## src/rtl/mmio_mac.sv

```systemverilog
module mmio_mac #(
  parameter int W    = 16,
  parameter int AW   = 16,
  parameter int BASE = 'h130
) (
  input  logic          clk,
  input  logic          rst_n,
  input  logic [AW-1:0] addr,
  input  logic          wr_en,
  input  logic [W-1:0]  wr_data,
  output logic [W-1:0]  rd_data
);
  localparam int PW = 2 * W;
  localparam logic [AW-1:0] A_OP1 = AW'(BASE);
  localparam logic [AW-1:0] A_OP2 = AW'(BASE + 8);
  localparam logic [AW-1:0] A_LO  = AW'(BASE + 10);
  localparam logic [AW-1:0] A_HI  = AW'(BASE + 12);
  localparam logic [AW-1:0] A_EXT = AW'(BASE + 14);

  logic [W-1:0]  op1_q, op2_q;
  logic [1:0]    mode_q;
  logic [PW-1:0] prod_q, acc_q;
  logic          carry_q;

  logic op1_hit, op2_wr;
  assign op1_hit = (addr[AW-1:3] == A_OP1[AW-1:3]) && !addr[0];
  assign op2_wr  = wr_en && (addr == A_OP2);

  wire is_signed = mode_q[0];
  wire is_mac    = mode_q[1];

  logic [PW-1:0] ext_a, ext_b, prod_n;
  logic [PW:0]   sum_n;
  assign ext_a  = is_signed ? {{W{wr_data[W-1]}}, wr_data} : {{W{1'b0}}, wr_data};
  assign ext_b  = is_signed ? {{W{op1_q[W-1]}}, op1_q}     : {{W{1'b0}}, op1_q};
  assign prod_n = PW'(ext_a * ext_b);
  assign sum_n  = {1'b0, acc_q} + {1'b0, prod_n};

  always_ff @(posedge clk) begin
    if (!rst_n) begin
      op1_q   <= '0;
      op2_q   <= '0;
      mode_q  <= 2'b00;
      prod_q  <= '0;
      acc_q   <= '0;
      carry_q <= 1'b0;
    end else if (wr_en) begin
      if (op1_hit) begin
        op1_q  <= wr_data;
        mode_q <= addr[2:1];
      end
      if (op2_wr) begin
        op2_q <= wr_data;
        if (is_mac) begin
          {carry_q, acc_q} <= sum_n;
          prod_q           <= '0;
        end else begin
          prod_q  <= prod_n;
          acc_q   <= '0;
          carry_q <= 1'b0;
        end
      end
    end
  end

  logic [PW-1:0] res;
  logic [W-1:0]  ext_word;
  assign res = is_mac ? acc_q : prod_q;

  always_comb begin
    case (mode_q)
      2'b00:   ext_word = '0;
      2'b10:   ext_word = {{(W-1){1'b0}}, carry_q};
      default: ext_word = {W{res[PW-1]}};
    endcase
  end

  always_comb begin
    if (op1_hit)             rd_data = op1_q;
    else if (addr == A_OP2)  rd_data = op2_q;
    else if (addr == A_LO)   rd_data = res[W-1:0];
    else if (addr == A_HI)   rd_data = res[PW-1:W];
    else if (addr == A_EXT)  rd_data = ext_word;
    else                     rd_data = '0;
  end

  p_op1_load_r1: assert property (@(posedge clk) disable iff (!rst_n)
    (wr_en && op1_hit) |=> (op1_q == $past(wr_data) && mode_q == $past(addr[2:1])));

  p_quiet_r2: assert property (@(posedge clk) disable iff (!rst_n)
    !op2_wr |=> ($stable(prod_q) && $stable(acc_q) && $stable(carry_q)));

  p_mul_clears_acc_r3: assert property (@(posedge clk) disable iff (!rst_n)
    (op2_wr && !is_mac) |=> (acc_q == '0 && !carry_q));

  p_mac_clears_prod_r4: assert property (@(posedge clk) disable iff (!rst_n)
    (op2_wr && is_mac) |=> (prod_q == '0));

  p_carry_bit_r7: assert property (@(posedge clk) disable iff (!rst_n)
    (mode_q == 2'b10 && addr == A_EXT) |-> (rd_data[W-1:1] == '0));
endmodule

```

## config.mk

```make
export PLATFORM = sky130hd
export DESIGN_NAME = mmio_mac
export DESIGN_NICKNAME = d
export VERILOG_FILES = /design/src/rtl/mmio_mac.sv
export SDC_FILE = /design/constraint.sdc
export NUM_CORES = 1
export LEC_CHECK = 0
export BUFFER_PORTS_ARGS = -buffer_cell sky130_fd_sc_hd__buf_2
export CORE_MARGIN = 1
export CORE_UTILIZATION = 40
export CTS_CLUSTER_DIAMETER = 40
export CTS_CLUSTER_SIZE = 8
export DETAILED_ROUTE_END_ITERATION = 7
export GPL_TIMING_DRIVEN = 0
export MAX_ROUTING_LAYER = met4
export PLACE_DENSITY = 0.56
export RECOVER_POWER = 25
export SYNTH_ARGS = -nofsm -noshare
export SYNTH_HDL_FRONTEND = slang
export SYNTH_SLANG_ARGS = --single-unit
```

## constraint.sdc

```tcl
create_clock -name clk -period 27.9 [get_ports clk]
set_input_delay 5.58 -clock clk [delete_from_list [all_inputs] [get_ports clk]]
set_output_delay 5.58 -clock clk [all_outputs]
set_load 0.02 [all_outputs]
```

======== After elaboration in Yosys (flattened, before gate mapping) ========
Cells that the tools add are included.
word-level totals
  bits in registers ....................... 99
  input bits .............................. 35
  output and inout bits ................... 16
  word-level logic and storage cells ...... 32
cells by class
  $add $sub $neg .......................... 1
  $mul .................................... 1
  equal/unequal tests ..................... 6
  muxes and demuxes ....................... 12
  reductions and logical operators ........ 6
operators with widths
  cell                                                                    count
  32-bit two-way mux                                                      5
  16-bit two-way mux                                                      5
  16-bit by 9-bit equality test with 1-bit output, second input constant  4
  32-bit by 32-bit adder with 33-bit output                               1
  32-bit by 32-bit multiplier with 32-bit output                          1
  16-bit one-hot mux with 2 select lines                                  1
  13-bit by 6-bit equality test with 1-bit output, second input constant  1
  2-bit AND reduction                                                     2
  2-bit equality test, second input constant                              1
  1-bit logical AND                                                       2
  2-bit logical NOT                                                       1
  1-bit logical NOT                                                       1
  1-bit two-way mux                                                       1

======== Longest topological paths before layout ========
Gate-level depths: netlist of run 1.
  depth in word-level cells ............... 7
  gate-level depth with buffers ........... 34
  depth with buffers taken out ............ 33

======== Worst setup path after synthesis of run 1 ========
No wires, ideal clock.
  path kind ............................... input -> register
  start ................................... input port wr_data[14]
  end ..................................... register acc_q[31]
  library setup time ...................... 0.117 ns
  arrival ................................. 13.519 ns
  required time ........................... 27.783 ns
  slack ................................... 14.264 ns
  cell stages on the path ................. 32
  path buffers ............................ 2
  path through ............................ clkbuf_1 -> clkbuf_1 -> and2_1 -> fa_1 -> fa_1 -> fa_1 -> inv_1 -> fa_1 -> inv_1 -> fa_1 -> inv_1 -> fa_1 -> inv_1 -> fa_1 -> fa_1 -> ha_1 -> a21o_1 -> a21o_1 -> a21o_1 -> a221oi_1 -> nand2_1 -> a31oi_1 -> xnor2_1 -> ha_1 -> a21o_1 -> a21o_1 -> a21oi_1 -> o21ai_0 -> or4_1 -> o21ai_1 -> xnor2_1 -> a22o_1
between the ends
  word-level cells in the longest chain between the ends .. 4
RTL lines
  what                                            line  RTL
  from (decl)                                     10    input logic [W-1:0] wr_data,
  32-bit two-way mux                              34    assign ext_a = is_signed ? {{W{wr_data[W-1]}}, wr_data} : {{W{1'b0}}, wr_data};
  32-bit by 32-bit multiplier with 32-bit output  36    assign prod_n = PW'(ext_a * ext_b);
  32-bit by 32-bit adder with 33-bit output       37    assign sum_n = {1'b0, acc_q} + {1'b0, prod_n};
  32-bit two-way mux                              54    if (is_mac) begin
  to (signal assigned)                            55    {carry_q, acc_q} <= sum_n;
  to (decl)                                       22    logic [PW-1:0] prod_q, acc_q;
No other way between the ends.
A chain may end at the register's enable or synchronous reset.

======== Final worst setup path of run 1 ========
  start ................................... input port wr_data[9]
  end ..................................... register acc_q[31]
Same word-level chain as after synthesis.

==> results of run 1 <==
[logic make-up (layout without fill, tap and decap cells)]
| group | after synthesis | in the layout | share of synthesized area (%) |
|---|---|---|---|
| DFF | 99 | 99 | 10.6 |
| other | 0 | 3 | 0 |
| xor gates and xnor gates | 82 | 82 | 3.83 |
| buffers and inverters | 448 | 506 | 9.06 |
| and+or+nand+nor | 600 | 600 | 16.4 |
| muxes | 27 | 27 | 1.48 |
| AOI/OAI and AO/OA | 304 | 304 | 11.5 |
| adders and majority gates | 498 | 498 | 47.2 |
[worst paths after layout]
path / start / endpoint / slack (ns) / depth (start not counted)
setup reg to reg: mode_q[0] / acc_q[31] / 17.34 / 29
setup / recovery: wr_data[9] / acc_q[31] / 12.99 / 30
hold / removal: prod_q[28] / prod_q[28] / 0.46 / 2
hold reg to reg: prod_q[28] / prod_q[28] / 0.46 / 2
[state kept, by name, indices dropped and copies added (netlist names)]
signal / flops
op2_q: 16
mode_q: 2
prod_q: 32
carry_q: 1
op1_q: 16
acc_q: 32
[cell type report]
cell class / count / area share [%]
plain buffers: 99 / 1.93
clock buffers: 12 / 1.24
inverters: 349 / 6.57
flip-flops and latches: 99 / 9.94
repair buffers: 43 / 1.08
multi-input cells: 1511 / 75.4
well taps: 600 / 3.76
clock inverters: 3 / 0.0753
diodes: 3 / 0.0376
[stage by stage]
| stage | std cells | util (%) | total power [mW] |
|---|---|---|---|
| after floorplan | 2058 | - | 0.154 |
| after global placement | 2701 | 43.0 | 0.168 |
| after detailed placement | 2701 | 43.0 | 0.168 |
| after CTS | 2716 | 43.6 | 0.284 |
| after global routing | 2717 | 43.6 | 0.291 |
| final | 2719 | 43.6 | 0.283 |
[cells in the final DEF, fill, tap and decap left out, drive strengths merged, types with 5 or more instances in the layout]
cell type	Yosys	routed
inv	349	349
fa	347	347
nand2	226	226
and2	178	178
ha	151	151
clkbuf	86	100
dfxtp	99	99
a21oi	73	73
nor2	69	69
xnor2	68	68
buf	13	54
a21boi	48	48
o21ai	39	39
nor2b	31	31
a21o	28	28
mux2i	21	21
a22oi	20	20
and3	19	19
nor3	16	16
a211oi	15	15
xor2	14	14
a22o	14	14
a2111oi	12	12
nand3	10	10
nand3b	10	10
nand2b	9	9
o21a	8	8
nand4	8	8
a32o	7	7
nor3b	6	6
a31oi	6	6
mux2	6	6
or3	5	5
a221o	5	5
[synth_stat cells, drive strengths merged, types with 4 or more instances]
| cell type | instances | area (sq um) |
|---|---|---|
| xnor2 | 68 | 596 |
| a21o | 28 | 210 |
| nand2 | 226 | 851 |
| mux2 | 6 | 67.6 |
| o21bai | 4 | 30.0 |
| ha | 151 | 1890 |
| and3 | 19 | 119 |
| a2111oi | 12 | 118 |
| o21a | 8 | 60.1 |
| xor2 | 14 | 123 |
| a31o | 4 | 35.0 |
| a32o | 7 | 70.1 |
| nor2 | 69 | 262 |
| a221o | 5 | 50.1 |
| mux2i | 21 | 210 |
| a21boi | 48 | 360 |
| o21ai | 39 | 203 |
| and2 | 178 | 1110 |
| buf | 13 | 63.8 |
| nor2b | 31 | 194 |
| nor3 | 16 | 90.1 |
| inv | 349 | 1310 |
| or3 | 5 | 31.3 |
| nor3b | 6 | 45.0 |
| a22o | 14 | 123 |
| nand2b | 9 | 56.3 |
| dfxtp | 99 | 1980 |
| fa | 347 | 6950 |
| a22oi | 20 | 150 |
| nand4 | 8 | 56.3 |
| clkbuf | 86 | 323 |
| a211o | 4 | 35.0 |
| a31oi | 6 | 37.5 |
| a211oi | 15 | 123 |
| nand3 | 10 | 50.1 |
| a21oi | 73 | 373 |
| nand3b | 10 | 87.6 |
[per-layer routing]
layer / wire, microns / vias up
met2: 26500 / 475
li1: - / 6625
met3: 3670 / 104
met5: 0 / -
met4: 1430 / 0
met1: 25800 / 7310
[where the power goes]
part           switching, mW  internal, mW
registers         0.00000203         0.141
clock network         0.0561        0.0622
logic                 0.0181       0.00522
[worst max-delay path: cells and delay by family]
family / cells / cell delay, ns
adders and majority gates: 10 / 4.19
and+or+nand+nor: 7 / 1.68
AOI/OAI and AO/OA: 7 / 1.68
buffers and inverters: 4 / 1.43
xor gates and xnor gates: 2 / 0.59
==> results.md, run 1 <==
- Rel. slew slack: 6.90%
- Endpoints failing hold: 0
- Grt total ovfl: 0
- Final period util: 53.4%
- Post-Place Cell Area: 19700 sq um
- Crit path max fanout: 10
- Clk_skew: 0.00631 ns
- Leak: 9.62 nW
- Post-synth EDFFs: 0
- Area of the multi-input gates: 15000 sq um
- Synthesized cell area: 18700 sq um
- Synth async-reset ratio: 0%
- Nets: 2645
- CP max stage cell: clkbuf_1
- CP arrival: 15.16 ns
- Count of state elements after synthesis: 99
- Top_reg_cell synth: dfxtp_1
- Seq/Total Area, Yosys: 10.6%
- First-pass GRT wire length: 89.9 mm
- H-tree Lvls: 3
- Initial Util: 40.9%
- Global placer's final weighted congestion: 0.911
- Core Region: 45800 sq um
- Num ports: 51
- Slew Viols, Final: 0
- CTS Buffer Depth: 2
- Setup_tns: 0 ns
- Setup Viol. Count Final: 0
- Power Dens Cells: 14.2 nW/um^2
- Synthesized instance count: 2058
- Worst hold margin: 0.458 ns
- FF/Latch Area: 1980 sq um
- Setup bufs post-CTS: 0
- Final ANT Viol Nets: 0
- CP Capture Type: register
- Startpoint Class: input port
- Initial antenna violation count: 3
- Max Freq: 0.0671 GHz
- Port bufs: 43
- Pre-CTS setup slack: 12.78 ns
- # hold bufs at CTS: 0
- Clock slew seen by the registers of the worst setup and hold paths: 0.07 ns
- Slowest stage delay, CP: 0.68 ns
- Final worst slack: 12.99 ns
- Met1 Usage GRT: 35.4%
- Met2 Use GR: 40.5%
- Worst-margin pin slew: 1.38 ns
- Max Cap Viol: 0
- Wirelength per Cell: 21.1 microns
- Max VDD drop: 0.0297 mV
- Clock sinks: 99
- Layout cells sized above 1: 4.30%
- CTS Buf Count: 9
- Via count: 14500
- Hold WC Path Type: register to register
- Final WL: 57.5 mm
- Root buffer cell: clkbuf_16
- TritonRoute pass-1 iters: 7
- Maximum number of pins on one net before global-route repair: 15
- Unique masters post-synth: 72
- Syn-to-layout area delta: 6.49%
- Die width: 218 microns
- RSZ-0062 raised after global routing: false
- Met3 Use GR: 3.31%
- Avg Cell Area, Syn: 9.10 sq um
- Busiest grt layer: met2
- CTS tree: done
- Ys Warns: 0
- Post-Syn Nets: 2591
- Req. time, crit path: 28.15 ns
- Fillers: 4506
- Vias in the first global route: 15200
- Detailed placement HPWL: 47.5 mm
- DRC Markers: 0
- Final instance area: 19900 sq um
- WS Path Type: input port to register
- All-Layer GR Usage: 26.0%
- Via density: 5.34
- PostCTS Resize Cnt: 0
- CP most frequent cell: fa_1
- Status: complete, no violations
- Die area: 47700 sq um
- Core Rows: 78
- Initial drt markers: 1008
- Die Ht: 218 microns
- Clock Latency Late Sink: 0.36 ns
- Period minus WS final: 14.91 ns
(Power assumes the default switching activity.)
==> run 2: changes to the inputs <==
PLACE_DENSITY = 0.58   (was 0.56)
clock period = 13.4 ns   (was 27.9 ns; I/O delays follow)
==> run 2 against run 1 <==
Net effect:
- the flow now finishes with violations (capacitance limit, slew limit)
- clock power up 110%
- combinational power rose by 110%
- clock skew grew 0.0043 ns
- critical path type unchanged
- largest cell class unchanged
==> results.md, run 2 (synthesis results as in run 1) <==
- CP arrival: 12.24 ns (-2.92 ns)
- Global placer's final weighted congestion: 0.934 (+2.5%)
- DRC Markers: 0 (unchanged)
- Via count: 14600 (+0.80%)
- Clock Latency Late Sink: 0.36 ns (about the same)
- H-tree Lvls: 3 (unchanged)
- Hold WC Path Type: register to register
- RR Startpoint: mode_q[0]
- Num ports: 51 (unchanged)
- RSZ-0062 raised after global routing: false
- Setup crit end: acc_q[31]
- CP most frequent cell: fa_1
- Max Cap Viol: 1 (+1)
- Clock sinks: 99 (unchanged)
- CP Capture Type: register
- Rel. slew slack: -17.8% (-25 points)
- Hold path startpoint: prod_q[28]
- Slowest stage delay, CP: 0.67 ns (about the same)
- Clock slew seen by the registers of the worst setup and hold paths: 0.07 ns (about the same)
- Initial Util: 40.9% (unchanged)
- Setup bufs post-CTS: 0 (unchanged)
- Initial drt markers: 973 (-3.5%)
- Reg2Reg Setup Slack: 2.91 ns (-14.43 ns)
- Die width: 218 microns (unchanged)
- Leak: 9.62 nW (about the same)
- R2R depth: 29 (unchanged)
- Grt total ovfl: 0 (unchanged)
- Core Rows: 78 (unchanged)
- Port bufs: 43 (unchanged)
- Vias in the first global route: 15300 (+0.87%)
- Wirelength per Cell: 21.2 microns (+0.37%)
- Crit. Startpoint: wr_data[9]
- Power Dens Cells: 29.6 nW/um^2 (+110%)
- Setup_tns: 0 ns (unchanged)
- Setup Viol. Count Final: 0 (unchanged)
- Core Region: 45800 sq um (unchanged)
- Startpoint Class: input port
- # hold bufs at CTS: 0 (unchanged)
- Fillers: 4539 (+0.73%)
- Clk_skew: 0.0106 ns (+0.00429 ns)
- PostCTS Resize Cnt: 0 (unchanged)
- Die area: 47700 sq um (unchanged)
- CP max stage cell: clkbuf_1
- Final WL: 57.7 mm (+0.44%)
- Failing checks: capacitance limit, slew limit
- Via density: 5.38 (+0.73%)
- Leading cell type in the layout, fill and taps excluded: inv_1
- Nets: 2645 (unchanged)
- Period minus WS final: 11.98 ns
- Syn-to-layout area delta: 6.56% (about the same)
- Biggest regs: acc_q (32), prod_q (32)
- Max Freq: 0.0835 GHz
- Layout cells sized above 1: 4.35% (+0.047 points)
- Root buffer cell: clkbuf_16
- Final period util: 89.4%
- CTS tree: done
- Commonest cells after routing, fill and taps aside: inv_1 (349), fa_1 (347), nand2_1 (226)
- Maximum number of pins on one net before global-route repair: 16 (+1)
- Final instance area: 20000 sq um (about the same)
- Slew Viols, Final: 9 (+9)
- Endpoints failing hold: 0 (unchanged)
- Max VDD drop: 0.0498 mV (+68%)
- Initial antenna violation count: 4 (+1)
- WS Path Type: input port to register
- CTS Buffer Depth: 2 (unchanged)
- Final ANT Viol Nets: 0 (unchanged)
- Terminus of the critical flop-to-flop path: acc_q[31]
- Die Ht: 218 microns (unchanged)
- All-Layer GR Usage: 26.2% (+0.20 points)
- CTS Buf Count: 9 (unchanged)
- First-pass GRT wire length: 90.8 mm (+1.0%)
- Req. time, crit path: 13.66 ns (-14.49 ns)
- Detailed placement HPWL: 47.6 mm (+0.23%)
- TritonRoute pass-1 iters: 7 (unchanged)
- Post-Place Cell Area: 19700 sq um (unchanged)
- Status: complete, but fails checks
- Worst-margin pin slew: 1.75 ns (+0.368 ns)
- Crit path max fanout: 10 (unchanged)
run 2: power by group:
group,internal [mW],switching (mW)
registers,0.294,0.00000433
logic,0.0109,0.0379
clock network,0.130,0.118
total,0.435,0.155
run 2: how the worst min path moves through the flow:
stage          slack, ns          to  depth (start not counted)
2_1_floorplan       0.43     carry_q                          2
3_3_place_gp        0.44  prod_q[28]                          2
3_5_place_dp        0.44  prod_q[28]                          2
4_1_cts             0.45  prod_q[28]                          2
5_1_grt             0.47  prod_q[28]                          2
6_report            0.45  prod_q[28]                          2
run 2: per-layer routing:
layer / up-vias / part of all wire [%] / GRT usage (%)
met5: - / 0 / -
met4: 0 / 2.5 / 7.37
met3: 78 / 6.2 / 3.81
met2: 492 / 46 / 40.1
met1: 7441 / 46 / 36.0
li1: 6619 / - / -
run 2: final cells by class:
cell class	instances	area, sq um	area share [%]
multi-input combinational	1511	15000	75.3
sequential	99	1980	9.93
inverter	349	1310	6.56
tap	600	751	3.76
buffer	99	384	1.92
clock buffer	11	243	1.22
timing repair buffer	43	215	1.08
clock inverter	4	27.5	0.138
antenna	5	12.5	0.0627
run 2: critical path: cells and delay by family:
kind                       cells  cell delay, ns
AOI/OAI and AO/OA              7            1.70
xor gates and xnor gates       2            0.53
adders and majority gates     10            4.17
buffers and inverters          4            1.46
and+or+nand+nor                7            1.69
run 2: through the flow:
| step | cells | hold slack (ns) | utilization, % | setup slack, ns | total power [mW] |
|---|---|---|---|---|---|
| global route | 2720 | 0.472 | 43.6 | 1.09 | 0.606 |
| global placement | 2701 | 0.441 | 43.0 | 1.23 | 0.349 |
| finish | 2721 | 0.451 | 43.6 | 1.42 | 0.591 |
| detailed placement | 2701 | 0.443 | 43.0 | 1.18 | 0.349 |
| floorplan | 2058 | 0.427 | - | 2.66 | 0.320 |
| CTS | 2716 | 0.452 | 43.6 | 1.53 | 0.591 |
==> run 3: changes to the inputs <==
PLACE_DENSITY = 0.56   (was 0.58)
RECOVER_POWER = 50   (was 25)
clock period = 14 ns   (was 13.4 ns; I/O delays follow)
==> run 3 against run 2 <==
Net effect:
- the run now ends clean
- combinational power down 4.9%
- non-clock buffer count unchanged
- register-to-register slack better by 0.54 ns
- highest routed layer unchanged
==> results.md, run 3 (synthesis results as in run 1) <==
- RSZ-0062 raised after global routing: false
- Filler-free cell count of the finished design: 2718 (-0.11%)
- Initial Util: 40.9% (unchanged)
- FF/Latch Area: 1980 sq um (unchanged)
- Maximum number of pins on one net before global-route repair: 15 (-1)
- Nets: 2645 (unchanged)
- Clock sinks: 99 (unchanged)
- Vias in the first global route: 15200 (-0.86%)
- Placed Instances: 2701 (unchanged)
- Global placer's final weighted congestion: 0.911 (-2.4%)
- Fin util: 43.5% (-0.066 points)
- Final worst slack: 1.87 ns (+0.448 ns)
- Req. time, crit path: 14.25 ns (+0.59 ns)
- DRC Markers: 0 (unchanged)
- Clock slew seen by the registers of the worst setup and hold paths: 0.07 ns (about the same)
- Area of the multi-input gates: 15000 sq um (about the same)
- # hold bufs at CTS: 0 (unchanged)
- Clock Latency Late Sink: 0.36 ns (about the same)
- Num ports: 51 (unchanged)
- CTS tree: done
- Post-Place Cell Area: 19700 sq um (unchanged)
- Worst hold margin: 0.458 ns (+0.00764 ns)
- Core Rows: 78 (unchanged)
- Total power: 565 uW (-4.3%)
- Die Ht: 218 microns (unchanged)
- CP Capture Type: register
- WS Path Type: input port to register
- Layout cells sized above 1: 3.88% (-0.47 points)
- H-tree Lvls: 3 (unchanged)
- First-pass GRT wire length: 89.9 mm (-1.0%)
- CTS Buffer Depth: 2 (unchanged)
- Via count: 14500 (-1.0%)
- Core Region: 45800 sq um (unchanged)
- Status: complete, no violations
- Final WL: 57.5 mm (-0.44%)
- Max VDD drop: 0.0602 mV (+21%)
- CP arrival: 12.39 ns (+0.15 ns)
- Leading cell type in the layout, fill and taps excluded: inv_1
- CTS Buf Count: 9 (unchanged)
- Rel. slew slack: 3.96% (+22 points)
- All-Layer GR Usage: 26.0% (-0.20 points)
- Die width: 218 microns (unchanged)
- Initial drt markers: 1010 (+3.8%)
- Setup bufs post-CTS: 0 (unchanged)
- Max Freq: 0.0824 GHz
- CP max stage cell: clkbuf_1
- Crit path max fanout: 10 (unchanged)
- Leak: 9.58 nW (-0.39%)
- Syn-to-layout area delta: 6.40%
- Final ANT Viol Nets: 0 (unchanged)
- Fillers: 4511 (-0.62%)
- Detailed placement HPWL: 47.5 mm (-0.23%)
- Initial antenna violation count: 3 (-1)
- Final period util: 86.7%
- Final instance area: 19900 sq um (-0.15%)
- Startpoint Class: input port
- Hold WC Path Type: register to register
- Reg2Reg Setup Slack: 3.45 ns (+0.54 ns)
- Biggest regs: acc_q (32), prod_q (32)
- Pre-CTS setup slack: 1.66 ns (+0.482 ns)
- Via density: 5.33 (-0.90%)
- Port bufs: 43 (unchanged)
- Endpoints failing hold: 0 (unchanged)
- PostCTS Resize Cnt: 0 (unchanged)
- Grt total ovfl: 0 (unchanged)
- Max Cap Viol: 0 (-1)
- Slowest stage delay, CP: 0.70 ns (+0.03 ns)
- Wirelength per Cell: 21.1 microns (-0.33%)
- Power Dens Cells: 28.3 nW/um^2 (-4.2%)
- Die area: 47700 sq um (unchanged)
- Setup Viol. Count Final: 0 (unchanged)
- Setup_tns: 0 ns (unchanged)
- Worst-margin pin slew: 1.43 ns (-0.324 ns)
- Period minus WS final: 12.13 ns
- Root buffer cell: clkbuf_16
- TritonRoute pass-1 iters: 7 (unchanged)
- Slew Viols, Final: 0 (-9)
- Clk_skew: 0.00698 ns (-0.00362 ns)
- CP most frequent cell: fa_1
- Commonest cells after routing, fill and taps aside: inv_1 (349), fa_1 (347), nand2_1 (226)
[run 3: cell types whose count changed in the layout (fill, tap and decap cells not counted), moves of 2 or more]
| cell | delta |
|---|---|
| and2_1 | -2 |
| clkinv_4 | -2 |
| and2_0 | +2 |
| clkbuf_1 | +9 |
| buf_2 | -8 |
| diode_2 | -3 |
[run 3: final cells by class]
| type | instances | share of cell area [%] |
|---|---|---|
| clock buffer | 12 | 1.24 |
| sequential | 99 | 9.94 |
| multi-input combinational | 1511 | 75.4 |
| tap | 600 | 3.77 |
| clock inverter | 3 | 0.0753 |
| antenna | 2 | 0.0251 |
| timing repair buffer | 43 | 1.03 |
| buffer | 99 | 1.93 |
| inverter | 349 | 6.57 |
[run 3: critical path: cells and delay by family]
kind	cells	cell delay, ns
XOR/XNOR	2	0.60
adder cells (fa/ha/maj)	10	4.19
buffers and inverters	4	1.45
AO/OA/AOI/OAI	7	1.68
AND/OR/NAND/NOR	7	1.67
[run 3: report_power, final]
part | leakage (nW) | total (mW) | internal (mW) | switching [mW]
registers | 0.797 | 0.281 | 0.281 | 0.00000407
clock network | 0.132 | 0.237 | 0.124 | 0.113
logic | 8.65 | 0.0464 | 0.0103 | 0.0361
[run 3: worst paths after layout]
path,startpoint,end,cells past startpoint
setup / recovery,wr_data[9],acc_q[31],30
hold / removal,prod_q[28],prod_q[28],2
setup reg to reg,mode_q[0],acc_q[31],29
hold reg to reg,prod_q[28],prod_q[28],2
[run 3: layer usage]
layer	up-vias	global-route usage, %	wire (microns)
met1	7269	35.4	25900
met3	105	3.31	3570
met4	0	7.20	1560
li1	6614	-	-
met2	495	40.5	26400
met5	-	-	0
